`src/rtl/mdep_pkg.sv`:
```
// Shared command and kind encodings of the memory dependence scoreboard.
// Assumes one command per cycle on the shared command port.
package mdep_pkg;
    typedef enum logic [2:0] {
        OP_NOP      = 3'd0,
        OP_INSERT   = 3'd1,
        OP_REGRDY   = 3'd2,
        OP_NSREL    = 3'd3,
        OP_COMPLETE = 3'd4,
        OP_RESCHED  = 3'd5,
        OP_REPLAY   = 3'd6,
        OP_SQUASH   = 3'd7
    } mdep_op_e;

    typedef enum logic [1:0] {
        K_LOAD  = 2'd0,
        K_STORE = 2'd1,
        K_FULLB = 2'd2,
        K_WRB   = 2'd3
    } mdep_kind_e;
endpackage

```
`src/rtl/mdep_first_one.sv`:
```
// Lowest-index priority picker.
// Reports whether any request bit is set, and the index of the lowest one.
module mdep_first_one #(
    parameter int N  = 16,
    parameter int IW = (N > 1) ? $clog2(N) : 1
) (
    input  logic [N-1:0]  req,
    output logic          found,
    output logic [IW-1:0] idx
);
    // Scan from the top so that the lowest set bit is written last.
    always_comb begin
        found = 1'b0;
        idx   = '0;
        for (int i = N - 1; i >= 0; i--) begin
            if (req[i]) begin
                found = 1'b1;
                idx   = IW'(i);
            end
        end
    end
endmodule

```
`src/rtl/mdep_seq_cam.sv`:
```
// Parallel tag match of one sequence number against every slot.
// Assumes that at most one enabled slot carries a given number.
module mdep_seq_cam #(
    parameter int N     = 16,
    parameter int SEQ_W = 16,
    parameter int IW    = (N > 1) ? $clog2(N) : 1
) (
    input  logic [N-1:0]            en,
    input  logic [N-1:0][SEQ_W-1:0] tags,
    input  logic [SEQ_W-1:0]        key,
    output logic                    hit,
    output logic [IW-1:0]           hit_idx
);
    logic [N-1:0] match;

    // One comparator per slot.
    for (genvar g = 0; g < N; g++) begin : g_cmp
        assign match[g] = en[g] && (tags[g] == key);
    end

    mdep_first_one #(.N(N), .IW(IW)) u_pick (
        .req   (match),
        .found (hit),
        .idx   (hit_idx)
    );
endmodule

```
`src/rtl/mdep_fence_regs.sv`:
```
// Load and store fence flags with the sequence number of the barrier that set each one.
// Assumes a set and a clear never arrive in the same cycle.
module mdep_fence_regs #(
    parameter int SEQ_W = 16
) (
    input  logic             clk,
    input  logic             rst_n,
    input  logic             set_full,
    input  logic             set_write,
    input  logic [SEQ_W-1:0] set_seq,
    input  logic             clr_full,
    input  logic             clr_write,
    input  logic [SEQ_W-1:0] clr_seq,
    output logic             ld_on,
    output logic             st_on,
    output logic [SEQ_W-1:0] ld_seq,
    output logic [SEQ_W-1:0] st_seq
);
    // Load fence: set by a full barrier, cleared only by that same barrier.
    always_ff @(posedge clk) begin
        if (!rst_n) begin
            ld_on  <= 1'b0;
            ld_seq <= '0;
        end else if (set_full) begin
            ld_on  <= 1'b1;
            ld_seq <= set_seq;
        end else if (clr_full && ld_seq == clr_seq) begin
            ld_on  <= 1'b0;
        end
    end

    // Store fence: set by either barrier kind, cleared only on a number match.
    always_ff @(posedge clk) begin
        if (!rst_n) begin
            st_on  <= 1'b0;
            st_seq <= '0;
        end else if (set_full || set_write) begin
            st_on  <= 1'b1;
            st_seq <= set_seq;
        end else if ((clr_full || clr_write) && st_seq == clr_seq) begin
            st_on  <= 1'b0;
        end
    end

    assert_full_sets_both_R3: assert property (@(posedge clk) disable iff (!rst_n)
        set_full |=> (ld_on && st_on && ld_seq == $past(set_seq) && st_seq == $past(set_seq)));

    assert_write_spares_load_R3: assert property (@(posedge clk) disable iff (!rst_n)
        (set_write && !set_full) |=> (st_on && $stable(ld_on)));

    assert_mismatch_keeps_R9: assert property (@(posedge clk) disable iff (!rst_n)
        ((clr_full || clr_write) && !set_full && !set_write && st_on && st_seq != clr_seq)
        |=> st_on);
endmodule

```
`src/rtl/mdep_scoreboard.sv`:
```
// Memory dependence wakeup scoreboard.
// Holds in-flight loads, stores and barriers. It links each waiting entry to the
// slot of its producing store or barrier, wakes dependents on completion, handles
// replay and per-thread squash, and presents released entries lowest slot first.
// Assumes unique, non-wrapping sequence numbers and one command per cycle.
module mdep_scoreboard
    import mdep_pkg::*;
#(
    parameter int ENTRIES = 16,
    parameter int SEQ_W   = 16,
    parameter int TID_W   = 1,
    parameter int CNT_W   = 8
) (
    input  logic             clk,
    input  logic             rst_n,
    input  logic [2:0]       cmd_op,
    input  logic [SEQ_W-1:0] cmd_seq,
    input  logic [TID_W-1:0] cmd_tid,
    input  logic [1:0]       cmd_kind,
    input  logic             cmd_regs_rdy,
    input  logic             cmd_nonspec,
    input  logic [SEQ_W-1:0] pred_seq,
    output logic             tbl_full,
    output logic             rdy_valid,
    input  logic             rdy_ready,
    output logic [SEQ_W-1:0] rdy_seq,
    output logic [TID_W-1:0] rdy_tid,
    output logic             ld_fence_on,
    output logic             st_fence_on,
    output logic [CNT_W-1:0] conflict_loads,
    output logic [CNT_W-1:0] conflict_stores
);
    localparam int IW = (ENTRIES > 1) ? $clog2(ENTRIES) : 1;

    // Slot state.
    logic [ENTRIES-1:0]            v_q, regs_q, mdep_q, ns_q, hp_q, pend_q, rs_q;
    logic [ENTRIES-1:0][SEQ_W-1:0] seq_q;
    logic [ENTRIES-1:0][TID_W-1:0] tid_q;
    logic [ENTRIES-1:0][1:0]       kind_q;
    logic [ENTRIES-1:0][IW-1:0]    pidx_q;
    logic [CNT_W-1:0]              cl_q, cs_q;

    mdep_op_e   op;
    mdep_kind_e kind_in;
    logic [ENTRIES-1:0] prod_cap;
    logic       free_found, pick_found, cmd_hit, prod_hit;
    logic [IW-1:0] free_idx, pick_idx, cmd_idx, prod_idx;
    logic       ins, spec_ins, nonspec_eff, prod_found, handshake, waker;
    logic [SEQ_W-1:0] ld_fseq, st_fseq, prod_seq;
    logic       set_full, set_write, clr_full, clr_write;

    // Command decode and producer selection.
    always_comb begin
        op          = mdep_op_e'(cmd_op);
        kind_in     = mdep_kind_e'(cmd_kind);
        ins         = (op == OP_INSERT) && !tbl_full;
        nonspec_eff = cmd_nonspec || cmd_kind[1];
        spec_ins    = ins && !nonspec_eff;
        if (kind_in == K_LOAD && ld_fence_on)
            prod_seq = ld_fseq;
        else if (kind_in == K_STORE && st_fence_on)
            prod_seq = st_fseq;
        else
            prod_seq = pred_seq;
        prod_found  = spec_ins && (prod_seq != '0) && prod_hit;
        handshake   = rdy_valid && rdy_ready;
        waker       = cmd_hit && (kind_q[cmd_idx] != K_LOAD);
        set_full    = ins && kind_in == K_FULLB;
        set_write   = ins && kind_in == K_WRB;
        clr_full    = (op == OP_COMPLETE) && cmd_hit && kind_q[cmd_idx] == K_FULLB;
        clr_write   = (op == OP_COMPLETE) && cmd_hit && kind_q[cmd_idx] == K_WRB;
    end

    // Only stores and barriers may act as producers.
    for (genvar g = 0; g < ENTRIES; g++) begin : g_cap
        assign prod_cap[g] = v_q[g] && (kind_q[g] != K_LOAD);
    end

    mdep_first_one #(.N(ENTRIES), .IW(IW)) u_free (
        .req (~v_q), .found (free_found), .idx (free_idx)
    );

    mdep_first_one #(.N(ENTRIES), .IW(IW)) u_out (
        .req (pend_q), .found (pick_found), .idx (pick_idx)
    );

    mdep_seq_cam #(.N(ENTRIES), .SEQ_W(SEQ_W), .IW(IW)) u_cmd_cam (
        .en (v_q), .tags (seq_q), .key (cmd_seq), .hit (cmd_hit), .hit_idx (cmd_idx)
    );

    mdep_seq_cam #(.N(ENTRIES), .SEQ_W(SEQ_W), .IW(IW)) u_prod_cam (
        .en (prod_cap), .tags (seq_q), .key (prod_seq), .hit (prod_hit), .hit_idx (prod_idx)
    );

    mdep_fence_regs #(.SEQ_W(SEQ_W)) u_fence (
        .clk       (clk),
        .rst_n     (rst_n),
        .set_full  (set_full),
        .set_write (set_write),
        .set_seq   (cmd_seq),
        .clr_full  (clr_full),
        .clr_write (clr_write),
        .clr_seq   (cmd_seq),
        .ld_on     (ld_fence_on),
        .st_on     (st_fence_on),
        .ld_seq    (ld_fseq),
        .st_seq    (st_fseq)
    );

    // Per-slot update: output handshake first, then the command of this cycle.
    always_ff @(posedge clk) begin
        if (!rst_n) begin
            v_q <= '0; regs_q <= '0; mdep_q <= '0; ns_q <= '0;
            hp_q <= '0; pend_q <= '0; rs_q <= '0;
            seq_q <= '0; tid_q <= '0; kind_q <= '0; pidx_q <= '0;
        end else begin
            for (int i = 0; i < ENTRIES; i++) begin
                if (handshake && pick_idx == IW'(i))
                    pend_q[i] <= 1'b0;
                case (op)
                    OP_INSERT: begin
                        if (ins && free_found && free_idx == IW'(i)) begin
                            v_q[i]    <= 1'b1;
                            seq_q[i]  <= cmd_seq;
                            tid_q[i]  <= cmd_tid;
                            kind_q[i] <= cmd_kind;
                            ns_q[i]   <= nonspec_eff;
                            regs_q[i] <= cmd_regs_rdy;
                            mdep_q[i] <= !prod_found;
                            hp_q[i]   <= prod_found;
                            pidx_q[i] <= prod_idx;
                            pend_q[i] <= !prod_found && cmd_regs_rdy && !nonspec_eff;
                            rs_q[i]   <= 1'b0;
                        end
                    end
                    OP_REGRDY: begin
                        if (cmd_hit && cmd_idx == IW'(i)) begin
                            regs_q[i] <= 1'b1;
                            if (mdep_q[i] && !ns_q[i])
                                pend_q[i] <= 1'b1;
                        end
                    end
                    OP_NSREL: begin
                        if (cmd_hit && cmd_idx == IW'(i))
                            pend_q[i] <= 1'b1;
                    end
                    OP_COMPLETE: begin
                        if (cmd_hit && cmd_idx == IW'(i)) begin
                            v_q[i]    <= 1'b0;
                            pend_q[i] <= 1'b0;
                            rs_q[i]   <= 1'b0;
                        end else if (waker && v_q[i] && hp_q[i] && pidx_q[i] == cmd_idx) begin
                            hp_q[i]   <= 1'b0;
                            mdep_q[i] <= 1'b1;
                            if (regs_q[i] && !ns_q[i])
                                pend_q[i] <= 1'b1;
                        end
                    end
                    OP_RESCHED: begin
                        if (cmd_hit && cmd_idx == IW'(i))
                            rs_q[i] <= 1'b1;
                    end
                    OP_REPLAY: begin
                        if (rs_q[i]) begin
                            pend_q[i] <= 1'b1;
                            rs_q[i]   <= 1'b0;
                        end
                    end
                    OP_SQUASH: begin
                        if (v_q[i] && tid_q[i] == cmd_tid && seq_q[i] > cmd_seq) begin
                            v_q[i]    <= 1'b0;
                            pend_q[i] <= 1'b0;
                            rs_q[i]   <= 1'b0;
                        end
                    end
                    default: ;
                endcase
            end
        end
    end

    // Conflict counters, one per kind of waiting entry.
    always_ff @(posedge clk) begin
        if (!rst_n) begin
            cl_q <= '0;
            cs_q <= '0;
        end else if (prod_found) begin
            if (kind_in == K_LOAD)
                cl_q <= cl_q + 1'b1;
            else
                cs_q <= cs_q + 1'b1;
        end
    end

    assign tbl_full        = &v_q;
    assign rdy_valid       = pick_found;
    assign rdy_seq         = seq_q[pick_idx];
    assign rdy_tid         = tid_q[pick_idx];
    assign conflict_loads  = cl_q;
    assign conflict_stores = cs_q;

    // Assertion-only record of the last squash point.
    logic [SEQ_W-1:0]   sq_seq_q;
    logic [TID_W-1:0]   sq_tid_q;
    logic [ENTRIES-1:0] young_left;
    always_ff @(posedge clk) begin
        if (!rst_n) begin
            sq_seq_q <= '0;
            sq_tid_q <= '0;
        end else if (op == OP_SQUASH) begin
            sq_seq_q <= cmd_seq;
            sq_tid_q <= cmd_tid;
        end
    end
    for (genvar g = 0; g < ENTRIES; g++) begin : g_young
        assign young_left[g] = (v_q[g] || pend_q[g] || rs_q[g]) &&
                               tid_q[g] == sq_tid_q && seq_q[g] > sq_seq_q;
    end

    assert_full_drop_R2: assert property (@(posedge clk) disable iff (!rst_n)
        (op == OP_INSERT && tbl_full) |=> ($countones(v_q) == $countones($past(v_q))));

    assert_squash_clean_R10: assert property (@(posedge clk) disable iff (!rst_n)
        (op == OP_SQUASH) |=> (young_left == '0));

    assert_replay_empties_R12: assert property (@(posedge clk) disable iff (!rst_n)
        (op == OP_REPLAY) |=> (rs_q == '0));

    assert_hold_output_R13: assert property (@(posedge clk) disable iff (!rst_n)
        (rdy_valid && !rdy_ready && op != OP_COMPLETE && op != OP_SQUASH) |=> rdy_valid);
endmodule

```
`config.mk`:
```
export PLATFORM = sky130hd
export DESIGN_NAME = mdep_scoreboard
export DESIGN_NICKNAME = d
export VERILOG_FILES = /design/src/rtl/mdep_pkg.sv /design/src/rtl/mdep_first_one.sv /design/src/rtl/mdep_seq_cam.sv /design/src/rtl/mdep_fence_regs.sv /design/src/rtl/mdep_scoreboard.sv
export SDC_FILE = /design/constraint.sdc
export NUM_CORES = 2
export LEC_CHECK = 0
export BUFFER_PORTS_ARGS = -buffer_cell sky130_fd_sc_hd__buf_2
export CORE_MARGIN = 3
export CORE_UTILIZATION = 60
export DETAILED_ROUTE_END_ITERATION = 8
export GPL_TIMING_DRIVEN = 0
export PLACE_DENSITY = 0.75
export SLEW_MARGIN = 15
export SYNTH_ARGS = -nofsm -noshare
export SYNTH_HDL_FRONTEND = slang
export SYNTH_HIERARCHICAL = 1
export SYNTH_SLANG_ARGS = --single-unit
```
`constraint.sdc`:
```
create_clock -name clk -period 7.9 [get_ports clk]
set_input_delay 0.79 -clock clk [delete_from_list [all_inputs] [get_ports clk]]
set_output_delay 0.79 -clock clk [all_outputs]
set_load 0.005 [all_outputs]
```
# [Word-level counts from Yosys, hierarchy flattened]
# Index checks and enable logic that the tools add are counted.
[classes] add_sub_neg=2 order_cmp=18 n_eq_ne=235 n_mux=588 bitwise_logic=2 reduce_logical=359
[op_table] op="== test 16 bit" count=34
[op_table] op="two-way mux 1 bit" count=421
[op_table] op="> comparator 16 bit" count=16
[op_table] op="two-way mux 4 bit" count=64
[op_table] op="logical AND 1 bit" count=226
[op_table] op="!= test 2 bit, second input constant" count=64
[op_table] op="AND reduction 4 bit" count=32
[op_table] op="== test 4 bit, second input constant" count=24
[op_table] op="!= test 2 x 1 -> 1 bit, second input constant" count=48
[op_table] op="case mux 1 bit (2 select lines)" count=48
[op_table] op="case mux 1 bit (6 select lines)" count=16
[op_table] op="case mux 1 bit (5 select lines)" count=16
[op_table] op="AND reduction 5 bit" count=16
[op_table] op="binary-select mux 16 bit (select 4 bit)" count=1
[op_table] op="== test 4 bit" count=16
[op_table] op="== test 4 x 3 -> 1 bit, second input constant" count=12
[op_table] op="two-way mux 16 bit" count=3
[op_table] op="case mux 1 bit (3 select lines)" count=16
[op_table] op="AND reduction 3 bit" count=16
[op_table] op="nonzero test 2 bit" count=21
[op_table] op="AND reduction 2 bit" count=18
[op_table] op="== test 4 x 2 -> 1 bit, second input constant" count=6
[op_table] op="logical NOT 1 bit" count=19
[op_table] op="adder 8 x 1 -> 8 bit, second input constant" count=2
[op_table] op="20 further kinds" count=49
[totals] reg_bits=530 input_bits=43 output_inout_bits=37

# [Logic depth before layout (Yosys ltp)]
[logic_depth] word_depth=28 mapped_depth=19

# [Modules after synthesis]
# The synthesis kept the hierarchy.
[modules_own_cells] mod="mdep_scoreboard" instances=1 cells_each=3574 area_per_inst_um2=29015.3 seq_area_each_um2=9929.5
[modules_own_cells] mod="mdep_seq_cam" instances=2 cells_each=384 area_per_inst_um2=3254.4 seq_area_each_um2=0.0
[modules_own_cells] mod="mdep_fence_regs" instances=1 cells_each=172 area_per_inst_um2=1654.1 seq_area_each_um2=680.7
[modules_own_cells] mod="mdep_first_one" instances=4 cells_each=33 area_per_inst_um2=178.9 seq_area_each_um2=0.0

# [Worst setup path before layout]
# Ideal clock, no wire load.
[synth_timing] path_type="input port to flip-flop" start="input cmd_seq[2]" end="register hp_q[7]" arrival_ps=4553 path_slack_ps=3220 cell_stages=16 n_path_buf=3 path_cell_list="buf_4 xor2_1 nor4_2 nand4_1 nor4_2 a21oi_1 o311a_2 o22ai_1 buf_2 mux4_2 a22oi_1 a41oi_2 clkbuf_1 a31oi_1 mux2i_1 nor2_1"
[synth_between] elab_chain_len=27 elab_cells_between_ends=77 classes_between="20 x eq/ne; 34 x mux; 23 x reduce/logical"
[synth_rtl] element="start, declared" line_no="mdep_scoreboard.sv:17" text="input logic [SEQ_W-1:0] cmd_seq,"
[synth_rtl] element="== test 16 bit (*)" line_no="mdep_seq_cam.sv:18" text="assign match[g] = en[g] && (tags[g] == key);"
[synth_rtl] element="logical AND 1 bit (*)" line_no="mdep_seq_cam.sv:18"
[synth_rtl] element="named net u_cmd_cam.match[15]" line_no="mdep_seq_cam.sv:14" text="logic [N-1:0] match;"
[synth_rtl] element="two-way mux 4 bit (*) (16 in series)" line_no="mdep_first_one.sv:16" text="if (req[i]) begin"
[synth_rtl] element="named net cmd_idx[0]" line_no="mdep_scoreboard.sv:47" text="logic [IW-1:0] free_idx, pick_idx, cmd_idx, prod_idx;"
[synth_rtl] element="binary-select mux 2 bit (select 4 bit)" line_no="mdep_scoreboard.sv:67" text="waker = cmd_hit && (kind_q[cmd_idx] != K_LOAD);"
[synth_rtl] element="two-way mux 2 bit (not written as such)" line_no="mdep_scoreboard.sv:67"
[synth_rtl] element="nonzero test 2 bit" line_no="mdep_scoreboard.sv:67"
[synth_rtl] element="logical AND 1 bit" line_no="mdep_scoreboard.sv:67"
[synth_rtl] element="logical AND 1 bit (3 in series)" line_no="mdep_scoreboard.sv:152" text="end else if (waker && v_q[i] && hp_q[i] && pidx_q[i] == cmd_idx) begin"
[synth_rtl] element="!= test 2 x 1 -> 1 bit (no source line)"
[synth_rtl] element="AND reduction 4 bit (no source line) (*)"
[synth_rtl] element="end signal, assigned by index" line_no="mdep_scoreboard.sv:130" text="hp_q[i] <= prod_found;"
[synth_rtl] element="end, declared" line_no="mdep_scoreboard.sv:36" text="logic [ENTRIES-1:0] v_q, regs_q, mdep_q, ns_q, hp_q, pend_q, rs_q;"
# Mark *: on every way through the listed nets, which the timed path passes. The rest lies on a longest branch. The select of a mux whose other input is x is not followed.
# A chain may end at the register's enable or synchronous reset.

# [Final worst setup path]
[layout_timing] start="input cmd_seq[0]" end="register pend_q[13]"
[layout_between] elab_cells_between_ends=82 classes_between="1 x order compare; 18 x eq/ne; 40 x mux; 23 x reduce/logical"
[layout_rtl] element="== test 16 bit (*)" line_no="mdep_seq_cam.sv:18"
[layout_rtl] element="logical AND 1 bit (*)" line_no="mdep_seq_cam.sv:18"
[layout_rtl] element="named net u_cmd_cam.match[5]" line_no="mdep_seq_cam.sv:14"
[layout_rtl] element="two-way mux 4 bit (*) (6 in series)" line_no="mdep_first_one.sv:16"
[layout_rtl] element="named net cmd_idx[0]" line_no="mdep_scoreboard.sv:47"
[layout_rtl] element="binary-select mux 2 bit (select 4 bit)" line_no="mdep_scoreboard.sv:67"
[layout_rtl] element="two-way mux 2 bit (not written as such)" line_no="mdep_scoreboard.sv:67"
[layout_rtl] element="nonzero test 2 bit" line_no="mdep_scoreboard.sv:67"
[layout_rtl] element="logical AND 1 bit" line_no="mdep_scoreboard.sv:67"
[layout_rtl] element="logical AND 1 bit (3 in series)" line_no="mdep_scoreboard.sv:152"
[layout_rtl] element="two-way mux 1 bit" line_no="mdep_scoreboard.sv:152"
[layout_rtl] element="two-way mux 1 bit" line_no="mdep_scoreboard.sv:148" text="if (cmd_hit && cmd_idx == IW'(i)) begin"
[layout_rtl] element="case mux 1 bit (6 select lines) (*)" line_no="mdep_scoreboard.sv:120" text="case (op)"
[layout_rtl] element="end signal, assigned by index" line_no="mdep_scoreboard.sv:132" text="pend_q[i] <= !prod_found && cmd_regs_rdy && !nonspec_eff;"
[layout_rtl] element="end, declared" line_no="mdep_scoreboard.sv:36"
# Marked as above.

==> results.md <==
* Status: finished clean
* Router iterations before antenna repair at 9
* Clock skew at between 20 and 25 ps
* Largest regs: seq_q (256), pidx_q (64), kind_q (32)
* Port Buf Inserts at 77
* CTS Hold Bufs at 0
* Clock buffer depth at 3
* Hold Slack at 468 ps
* Fmax at between 100 and 150 MHz
* Async S/R FF share, synth at 0
* Max-cap violations at 0
* Post-detail-place hpwl at roughly 140 mm
* Commonest cells in the netlist: nand2_1 (942), a21oi_1 (564), dfxtp_1 (530), xnor2_1 (452), ha_1 (258)
* Seq/Total Area, Yosys at 0.280
* Hold Crit Start: pidx_q[7]
* Final std cells w/o fill at approximately 5,700
* Power after layout at 6840 uW
* Vias in the first global route at approximately 37,000
* Mapped Cells at between 4,000 and 5,000
* Post-DRT Antenna Nets at 0
* Crit path kind: input pin to flop
* Total CTS buffers at 58
* Final hold viol count at 0
* Register-to-Register Setup Slack at between 700 and 800 ps
* Synth Flop Type: dfxtp_1
* Synth warnings at 6
* Placed cells at ~5,600
* Io pins at 80
* Buffers & Inverters on Critical Path at 4
* Routability cong. at between 1 and 1.5
* Minimum clock period at around 7700 ps
* Seq cells post-synth at 530
* Most common cell in the netlist: nand2_1
* CP Capture Type: flop
* Hold Path End: pidx_q[7]
* Worst R2R End: pend_q[13]
* PwrDens at ~160 mW/mm2
* Die H at ~260 um
* Worst path slowest cell: a21oi_1
* Core Area at roughly 0.062 mm2
* Post-CTS Resized at 0
* GRT Overall Usage at 0.548
* Setup violations, final at 0
* Critical Path AT at around 8200 ps
* Drt total wl at between 150 and 200 mm
* Area grow syn2layout at 9.37%
* Pin count of the biggest net entering global routing at 23
* CP Cell Sequence: buf_2, buf_4, buf_4, xnor2_1, nand4_1, nor4_2, nor2_1, o311a_2, o22ai_1, buf_2, nand2b_1, nor2_1, o221ai_1, a21oi_1, a21boi_0, o31ai_1, o21ai_1
* Slew @ Worst Pin at between 1000 and 1500 ps
* Lkg Pwr at around 0.015 uW
* Mapped Area at ~0.038 mm2
* Synth area leaders: dfxtp_1 (28%), xnor2_1 (10%), nand2_1 (9.3%), ha_1 (8.5%), a21oi_1 (7.4%)
* Final period utilization at 0.977
* Syn avg cell area at 8.16 um2
* Clk sink count at between 500 and 600
* Slew Limit Headroom at 0.0615
* Horiz. Die Dim at between 200 and 300 um
* CTS Root Buffer Type: clkbuf_16
* Critical R2R Launch: seq_q[84]
* Post-Route Setup TNS at 0 ps
* Post-synth top area share at 0.280
* Max Transition Viols Final at 0
* Cell taking the most area after synthesis: dfxtp_1
* CTS tree: done
* Post-CTS Setup Repair Bufs at 0
* H-Tree Depth at 2
* Number of flip-flops under the largest register name at 256
* DR iter-0 viols at between 6,000 and 7,000
* DRC errors left at 0
* Reg with most FFs: seq_q
* CP top delay family: compound AO/OA/AOI/OAI gates
* Clock slew at reported path FFs at roughly 60 ps
* Synth unique cells at 92
* CP max stage delay at ~980 ps
* Die Area at between 0.06 and 0.07 mm2
* Post-synth EDFFs at 0
* Crit path launch type: input pin
* First-pass GRT wire length at 262 mm
* DR vias at ~41,000
* Worst R2R Path Depth at 15
* WP data required at approximately 8400 ps
* WL per Instance at roughly 33 um
* Worst vdd ir at between 150 and 200 uV
* Initial antenna violation count at 10
* Vias per std cell at just over 7
* HP Class: flop to flop
* CP max FO at 22
* Clock latency on the worst-skew pair at around 660 ps
* Global route overflow at 0
* Initial Util at 0.611
* Final #Nets at between 5,000 and 6,000
* Row cnt at 91
* Fin util at 0.668
* WHS Path Cells at 2
* RSZ-0062 raised after global routing: no
* Share of layout cells above drive strength 1 at 0.104
* Synthesized net count at just under 5,000
-- worst max-delay path by stage --
stage	slack, ps	from	cells after the start	endpoint
3_5_place_dp	360	cmd_seq[0]	17	pend_q[13]
4_1_cts	1000	cmd_seq[0]	17	pend_q[13]
3_3_place_gp	40	cmd_seq[0]	17	pend_q[13]
5_1_grt	510	cmd_seq[0]	20	pend_q[14]
2_1_floorplan	3220	cmd_seq[2]	16	hp_q[7]
6_report	180	cmd_seq[0]	17	pend_q[13]
-- cell type report --
cell class	count	area [um2]
multi-input combinational	3714	25500
fill	5325	20600
sequential	530	10600
clock buffer	82	1720
buffer	325	1560
tap	837	1050
timing repair buffer	82	423
inverter	77	289
clock inverter	24	277
antenna	4	10.0
-- worst register-to-register path: stages, from the launching register on --
cell,delay (ps)
dfxtp_1,610
xor2_1,180
nor4_2,330
nand4_1,250
nor4_2,600
nor2_1,240
o311a_2,230
o22ai_1,950
buf_2,550
nand2b_1,350
nor2_1,690
o221ai_1,460
a21oi_1,980
a21boi_0,220
o31ai_1,280
o21ai_1,110
-- layout by cell type, fill, tap and decap left out, types with 30 or more instances in the layout --
cell type	count
nand4_1	164
nand3_1	60
and3_1	30
clkbuf_1	220
buf_4	48
clkbuf_16	59
a21o_1	48
a21oi_1	564
nand2_1	942
dfxtp_1	530
inv_1	71
o21ai_0	147
xnor2_1	452
buf_2	98
nor4_2	73
xor2_1	171
mux4_2	93
nand2b_1	44
mux2i_1	33
nor2_1	162
ha_1	258
a211oi_1	39
nor2b_1	52
-- layer usage --
layer  vias to the layer above  GRT usage  part of all wire
li1                      16700          -                 -
met2                      3807      0.772              0.39
met3                      1111      0.254              0.17
met4                        12      0.440              0.10
met5                         -    0.00219            0.0011
met1                     19000      0.636              0.33
-- metrics by stage --
stage,worst slack [ps],area [um2]
floorplan,3220,37900
finish,180,41400
CTS,1000,41400
global placement,40.8,39300
detailed placement,357,39400
global route,513,41400
-- cell families after synthesis --
group	Yosys count	share of synthesized area
adder cells (fa/ha/maj)	258	0.0852
multiplexers	126	0.0640
XOR/XNOR	623	0.144
flip-flops	530	0.280
AND/OR/NAND/NOR	1688	0.220
AO/OA/AOI/OAI	1019	0.159
buffers and inverters	402	0.0487
-- power breakdown --
part / total [uW] / switching, uW / internal (uW)
registers: 2710 / 21.2 / 2680
logic: 1230 / 854 / 372
clock network: 2910 / 1260 / 1650
Power figures use the tool's default switching activity.
